File: config.mk
export PLATFORM = sky130hd
export DESIGN_NAME = blkxfer_agen
export DESIGN_NICKNAME = d
export VERILOG_FILES = /design/src/rtl/blkxfer_pkg.sv /design/src/rtl/blkxfer_popcnt.sv /design/src/rtl/blkxfer_origin.sv /design/src/rtl/blkxfer_scan.sv /design/src/rtl/blkxfer_agen.sv
export SDC_FILE = /design/constraint.sdc
export NUM_CORES = 1
export LEC_CHECK = 0
export ABC_AREA = 1
export BUFFER_PORTS_ARGS = -buffer_cell sky130_fd_sc_hd__clkbuf_2
export CORE_UTILIZATION = 55
export CTS_CLUSTER_SIZE = 12
export DETAILED_ROUTE_END_ITERATION = 10
export PLACE_DENSITY = 0.77
export SLEW_MARGIN = 20
export SYNTH_ARGS = -nofsm -noshare
export SYNTH_HDL_FRONTEND = slang
export SYNTH_SLANG_ARGS = --single-unit
export TNS_END_PERCENT = 20
File: constraint.sdc
create_clock -name clk -period 4.4 [get_ports clk]
set_input_delay 0.88 -clock clk [delete_from_list [all_inputs] [get_ports clk]]
set_output_delay 0.88 -clock clk [all_outputs]
set_load 0.01 [all_outputs]
File: src/rtl/blkxfer_pkg.sv
package blkxfer_pkg;

  // Addressing mode, encoded as {pre, up}
  typedef enum logic [1:0] {
    XM_DESC_AFTER  = 2'b00,
    XM_ASC_AFTER   = 2'b01,
    XM_DESC_BEFORE = 2'b10,
    XM_ASC_BEFORE  = 2'b11
  } xfer_mode_e;

endpackage

File: src/rtl/blkxfer_popcnt.sv
module blkxfer_popcnt #(
  parameter int W  = 16,
  parameter int CW = $clog2(W + 1)
) (
  input  logic [W-1:0]  vec_i,
  output logic [CW-1:0] cnt_o
);

  always_comb begin
    cnt_o = '0;
    for (int i = 0; i < W; i++) begin
      cnt_o = cnt_o + CW'(vec_i[i]);
    end
  end

endmodule

File: src/rtl/blkxfer_origin.sv
module blkxfer_origin
  import blkxfer_pkg::*;
#(
  parameter int ADDR_W = 32,
  parameter int CW     = 5,
  parameter int STEP   = 4
) (
  input  logic [ADDR_W-1:0] base_i,
  input  logic [CW-1:0]     cnt_i,
  input  logic              pre_i,
  input  logic              up_i,
  output logic [ADDR_W-1:0] first_o,
  output logic [ADDR_W-1:0] final_o
);

  localparam logic [ADDR_W-1:0] STEP_W = ADDR_W'(STEP);

  xfer_mode_e        mode;
  logic [ADDR_W-1:0] span;
  logic [ADDR_W-1:0] low;

  assign mode = xfer_mode_e'({pre_i, up_i});
  assign span = ADDR_W'(cnt_i) * STEP_W;
  assign low  = base_i - span;

  always_comb begin
    unique case (mode)
      XM_ASC_AFTER:   first_o = base_i;
      XM_ASC_BEFORE:  first_o = base_i + STEP_W;
      XM_DESC_BEFORE: first_o = low;
      default:        first_o = low + STEP_W;
    endcase
  end

  assign final_o = up_i ? (base_i + span) : low;

endmodule

File: src/rtl/blkxfer_scan.sv
module blkxfer_scan #(
  parameter int W  = 16,
  parameter int IW = $clog2(W)
) (
  input  logic [W-1:0]  mask_i,
  output logic [IW-1:0] idx_o,
  output logic [W-1:0]  rest_o
);

  // Lowest set bit wins: scan downward so the last hit is the lowest.
  always_comb begin
    idx_o = '0;
    for (int i = W - 1; i >= 0; i--) begin
      if (mask_i[i]) idx_o = IW'(i);
    end
  end

  assign rest_o = mask_i & (mask_i - W'(1));

endmodule

File: src/rtl/blkxfer_agen.sv
module blkxfer_agen #(
  parameter int ADDR_W = 32,
  parameter int LIST_W = 16,
  parameter int STEP   = 4,
  parameter int IDX_W  = $clog2(LIST_W)
) (
  input  logic              clk,
  input  logic              rst_n,
  input  logic              start_i,
  input  logic [ADDR_W-1:0] base_i,
  input  logic [LIST_W-1:0] list_i,
  input  logic              pre_i,
  input  logic              up_i,
  input  logic              wb_en_i,
  input  logic              load_i,
  output logic              busy_o,
  output logic              beat_valid_o,
  output logic [ADDR_W-1:0] beat_addr_o,
  output logic [IDX_W-1:0]  beat_reg_o,
  output logic              beat_last_o,
  output logic              beat_load_o,
  output logic              done_o,
  output logic              wb_valid_o,
  output logic [ADDR_W-1:0] wb_base_o
);

  localparam int CW = $clog2(LIST_W + 1);

  // reset: asserted asynchronously, released on the clock
  logic rst_s1_q, rst_s2_q, rst_int_n;
  always_ff @(posedge clk or negedge rst_n) begin
    if (!rst_n) begin
      rst_s1_q <= 1'b0;
      rst_s2_q <= 1'b0;
    end else begin
      rst_s1_q <= 1'b1;
      rst_s2_q <= rst_s1_q;
    end
  end
  assign rst_int_n = rst_s2_q;

  // start-side arithmetic
  logic [CW-1:0]     cnt;
  logic [ADDR_W-1:0] first_addr, final_base;

  blkxfer_popcnt #(.W(LIST_W), .CW(CW)) u_popcnt (
    .vec_i (list_i),
    .cnt_o (cnt)
  );

  blkxfer_origin #(.ADDR_W(ADDR_W), .CW(CW), .STEP(STEP)) u_origin (
    .base_i  (base_i),
    .cnt_i   (cnt),
    .pre_i   (pre_i),
    .up_i    (up_i),
    .first_o (first_addr),
    .final_o (final_base)
  );

  // state
  logic              busy_q, busy_d;
  logic [LIST_W-1:0] mask_q, mask_d;
  logic [ADDR_W-1:0] addr_q, addr_d;
  logic              load_q, load_d;
  logic              wben_q, wben_d;
  logic [ADDR_W-1:0] wbb_q, wbb_d;
  logic              done_q, done_d;
  logic              wbv_q, wbv_d;
  logic              ctx_en;

  logic [IDX_W-1:0]  cur_idx;
  logic [LIST_W-1:0] rest;
  logic              last;

  blkxfer_scan #(.W(LIST_W), .IW(IDX_W)) u_scan (
    .mask_i (mask_q),
    .idx_o  (cur_idx),
    .rest_o (rest)
  );

  assign last = busy_q & ~(|rest);

  // next state
  always_comb begin
    busy_d = busy_q;
    mask_d = mask_q;
    addr_d = addr_q;
    load_d = load_q;
    wben_d = wben_q;
    wbb_d  = wbb_q;
    done_d = 1'b0;
    wbv_d  = 1'b0;
    ctx_en = 1'b0;
    if (busy_q) begin
      ctx_en = 1'b1;
      mask_d = rest;
      addr_d = addr_q + ADDR_W'(STEP);
      if (last) begin
        busy_d = 1'b0;
        done_d = 1'b1;
        wbv_d  = wben_q;
      end
    end else if (start_i) begin
      ctx_en = 1'b1;
      mask_d = list_i;
      addr_d = first_addr;
      load_d = load_i;
      wben_d = wb_en_i;
      wbb_d  = final_base;
      if (|list_i) begin
        busy_d = 1'b1;
      end else begin
        done_d = 1'b1;
        wbv_d  = wb_en_i;
      end
    end
  end

  // registers
  always_ff @(posedge clk or negedge rst_int_n) begin
    if (!rst_int_n) begin
      busy_q <= 1'b0;
      done_q <= 1'b0;
      wbv_q  <= 1'b0;
      mask_q <= '0;
      addr_q <= '0;
      load_q <= 1'b0;
      wben_q <= 1'b0;
      wbb_q  <= '0;
    end else begin
      busy_q <= busy_d;
      done_q <= done_d;
      wbv_q  <= wbv_d;
      if (ctx_en) begin
        mask_q <= mask_d;
        addr_q <= addr_d;
        load_q <= load_d;
        wben_q <= wben_d;
        wbb_q  <= wbb_d;
      end
    end
  end

  assign busy_o       = busy_q;
  assign beat_valid_o = busy_q;
  assign beat_addr_o  = addr_q;
  assign beat_reg_o   = cur_idx;
  assign beat_last_o  = last;
  assign beat_load_o  = load_q;
  assign done_o       = done_q;
  assign wb_valid_o   = wbv_q;
  assign wb_base_o    = wbb_q;


  addr_step_chk: assert property (@(posedge clk) disable iff (!rst_int_n)
    (beat_valid_o && $past(beat_valid_o)) |-> beat_addr_o == $past(beat_addr_o) + ADDR_W'(STEP));


  reg_order_chk: assert property (@(posedge clk) disable iff (!rst_int_n)
    (beat_valid_o && $past(beat_valid_o)) |-> beat_reg_o > $past(beat_reg_o));


  last_ends_chk: assert property (@(posedge clk) disable iff (!rst_int_n)
    (beat_valid_o && beat_last_o) |=> (!busy_o && done_o));


  done_quiet_chk: assert property (@(posedge clk) disable iff (!rst_int_n)
    done_o |-> !beat_valid_o);


  wbv_with_done_chk: assert property (@(posedge clk) disable iff (!rst_int_n)
    wb_valid_o |-> done_o);


  load_stable_chk: assert property (@(posedge clk) disable iff (!rst_int_n)
    (busy_o && $past(busy_o)) |-> beat_load_o == $past(beat_load_o));

endmodule

==> flow_summary.yaml <==
cells_and_area:
  fill_cells: 1376
  syn_to_final_growth_pct: 34.50
  final_util_pct: 75.77
  n_antenna_cell: 0
  drive_above_1_share_pct: 31.42
  mostFrequentLayoutCells: "395 x nand2_1, 188 x buf_4, 150 x inv_1"
  nNetsFinal: 1893
  layout_commonest_cell: "nand2_1"
cts:
  clock_latency_ps: 360
  clk_pin_slew_ps: 70
  clkSinkCount: 87
  holdBufCountCts: 0
  root_buffer: "clkbuf_16"
  cts_max_path_buffers: 2
  h-tree-depth: 3
  cts_buffers: 9
  cts_tree: "done"
timing:
  setup_tns_ps: -78830
  slew_viol_final: 0
  maxSlewHeadroom_pct: 23.96
  finClkSkew_ps: 8.917
  fmax_mhz: 161.8
  post-route-period-util_pct: 140.5
  worst_pin_slew_ps: 1134
  setup_viol: 59
  hold_violations: 0
  worst_slack_ps: -1782
  period_needed_ps: 6182
  rsz0062_at_grt: "yes"
routing:
  wl_per_cell_um: 17.52
  postRouteAntennaNets: 0
  wl_mm: 35.53
  drcViolationCount: 0
  vias_per_cell: 5.808
  via_count: 11780
  first_iter_violations: 1203
  first_pass_iters: 5
setup_path:
  rr_worst_depth: 5
  cp_data_arrival_time_ps: 6420
  cp-start-kind: "input port"
  cp_max_fo: 5
  cp-end-kind: "flip-flop"
  critical_path_class: "input port to flip-flop"
  critPathRequiredTime_ps: 4640
logic_synthesis:
  syn_avg_cell_area_um2: 6.122
  synth-main-ff-cell: "dfrtp_1"
  synth_edf_count: 0
  syn-cell-area_mm2: 0.009341
  syn_nets: 1616
  ys.warnings.count: 0
  ys_async_sr_fraction_pct: 100.0
  synthDistinctLibCells: 54
  ys_seq_elements: 87
  synth-seq-area-share_pct: 23.31
  netlist_instances: 1526
outcome:
  status: "finished with violations"
  violations: "setup timing"
power_and_ir_drop:
  power_density_mw_per_mm2: 590.8
  power.internal_uw: 3751
  p_clk_share_pct: 11.4
  peakVddDrop_mv: 0.4455
  switching_power_uw: 3673
  power_frac_seq_pct: 20.6
  p_sw_share_pct: 49.47
  leakagePower_uw: 0.006168
  p_comb_share_pct: 68.0
  total_power_uw: 7424
global_route:
  track_usage_pct: 39.71
  grt_pass1_vias: 10920
  grt.met1_usage_pct: 50.15
  grt-busiest-layer: "met2"
  overflow: 0
  grt_use_met2_pct: 67.28
  grt_pass1_wl_mm: 55.06
  antenna_found_initial: 0
  grt_max_degree: 49
  use_met3_pct: 5.075
run:
  maxCapViolCount: 0
die:
  fp.dieH_um: 132.3
  row_count: 47
  dieWidth_um: 132.3
  start_util_pct: 56.33
  dieArea_mm2: 0.01751
  core_region_area_mm2: 0.01658
  io_pins: 129
placement:
  dp_hpwl_mm: 26.27
  pre_cts_ws_ps: -2206
  io_buffers: 128
  gp_congestion: 0.9996
hold_path:
  min_path_type: "input port to async pin"
[cells in the mapped netlist, drive strengths merged (3+ instances only)]
cell type,instances,share of area [%]
o311ai,3,0.28
a22oi,3,0.24
clkinv,4,0.17
o21a,3,0.24
o21ai,86,4.8
nand4,31,2.1
nand2,465,20
nand3b,3,0.24
a31oi,14,0.94
nor3,27,1.7
or2,4,0.27
dfrtp,87,23
o22ai,18,1.2
ha,23,3.1
clkbuf,44,1.8
nor2,192,9.2
o221ai,11,1.0
xnor2,5,0.47
nor4,8,0.60
buf,16,0.94
a21oi,98,5.3
o211ai,21,1.7
nand3,135,7.7
xor2,26,2.4
inv,172,6.9
fa,12,2.6
[layout make-up]
| class | instances | area, µm² | share of cell area, % |
|---|---|---|---|
| flip-flops and latches | 87 | 2181 | 17.36 |
| clock buffers | 9 | 225.2 | 1.792 |
| inverters | 176 | 683.2 | 5.437 |
| clock inverters | 7 | 87.58 | 0.6971 |
| well taps | 220 | 275.3 | 2.191 |
| multi-input cells | 1204 | 6920 | 55.08 |
| repair buffers | 325 | 2192 | 17.45 |
[logic make-up after synthesis]
kind of cell | Yosys count | share of synthesized area (%)
adders and majority gates | 35 | 5.652
xor gates and xnor gates | 31 | 2.907
buffers and inverters | 236 | 9.791
AOI/OAI and AO/OA | 268 | 16.68
DFF | 87 | 23.31
other | 1 | 0.04014
and+or+nand+nor | 868 | 41.63
[metal layers]
layer / vias to the layer above / wire length [µm]
met5: - / 0
met4: 0 / 1578
met3: 122 / 2455
met2: 567 / 17280
met1: 5519 / 14220
li1: 5571 / -
[state kept, by name, summed over array words and instances (netlist names)]
signal / flops
rst_s1_q: 1
wben_q: 1
done_o: 1
wb_base_o: 32
beat_valid_o: 1
beat_load_o: 1
mask_q: 16
beat_addr_o: 32
rst_int_n: 1
wb_valid_o: 1
[per-stage QoR]
step / cells / area (µm²) / hold WS, ps
6_report: 2028 / 12560 / 285.7
3_5_place_dp: 1988 / 11490 / 335.5
4_1_cts: 2009 / 12040 / 286.4
2_1_floorplan: 1526 / 9499 / 331.2
3_3_place_gp: 1988 / 11490 / 333.8
5_1_grt: 2028 / 12560 / 276.4
[worst max-delay path: stages]
cell	delay, ps
clkbuf_16	120
inv_12	30
ha_4	240
inv_2	30
fa_1	500
fa_1	440
fa_1	540
fa_1	430
fa_2	370
fa_2	570
inv_4	50
ha_1	310
inv_2	60
nand2_1	80
nand2_2	80
nand3_4	140
nand2_4	90
buf_4	140
nand2_2	60
nand3_1	80
o21ai_2	140
nand2_2	120
nor3_4	250
buf_4	180
nand3_2	90
xnor2_2	150
o21ai_2	170
a21oi_1	90
[worst paths after layout]
path	slack, ps	end	start
max in group asynchronous	2990	wb_base_o[19]	rst_int_n
worst max-delay path	-1780	beat_addr_o[16]	list_i[1]
min in group clk	350	rst_int_n	rst_s1_q
worst min-delay path	290	rst_s1_q	rst_n
worst min register to register	330	mask_q[12]	rst_int_n
worst max register to register	1480	beat_addr_o[23]	beat_valid_o
[repair_timing]
action                                  4_1_cts  5_1_grt
gates resized for setup                      59      106
endpoints found under the setup margin       59       59
pin swaps                                    30       54
gates cloned                                  0        1
setup buffers                                 5       18
[power by group through the flow]
stage | logic (µW) | clock network [µW] | registers, µW
after floorplan | 2560 | 0 | 1610
after global placement | 4350 | 0 | 1520
after detailed placement | 4430 | 0 | 1530
after CTS | 4610 | 843 | 1520
after global routing | 5500 | 878 | 1570
final | 5050 | 844 | 1530
(Power assumes the default switching activity.)
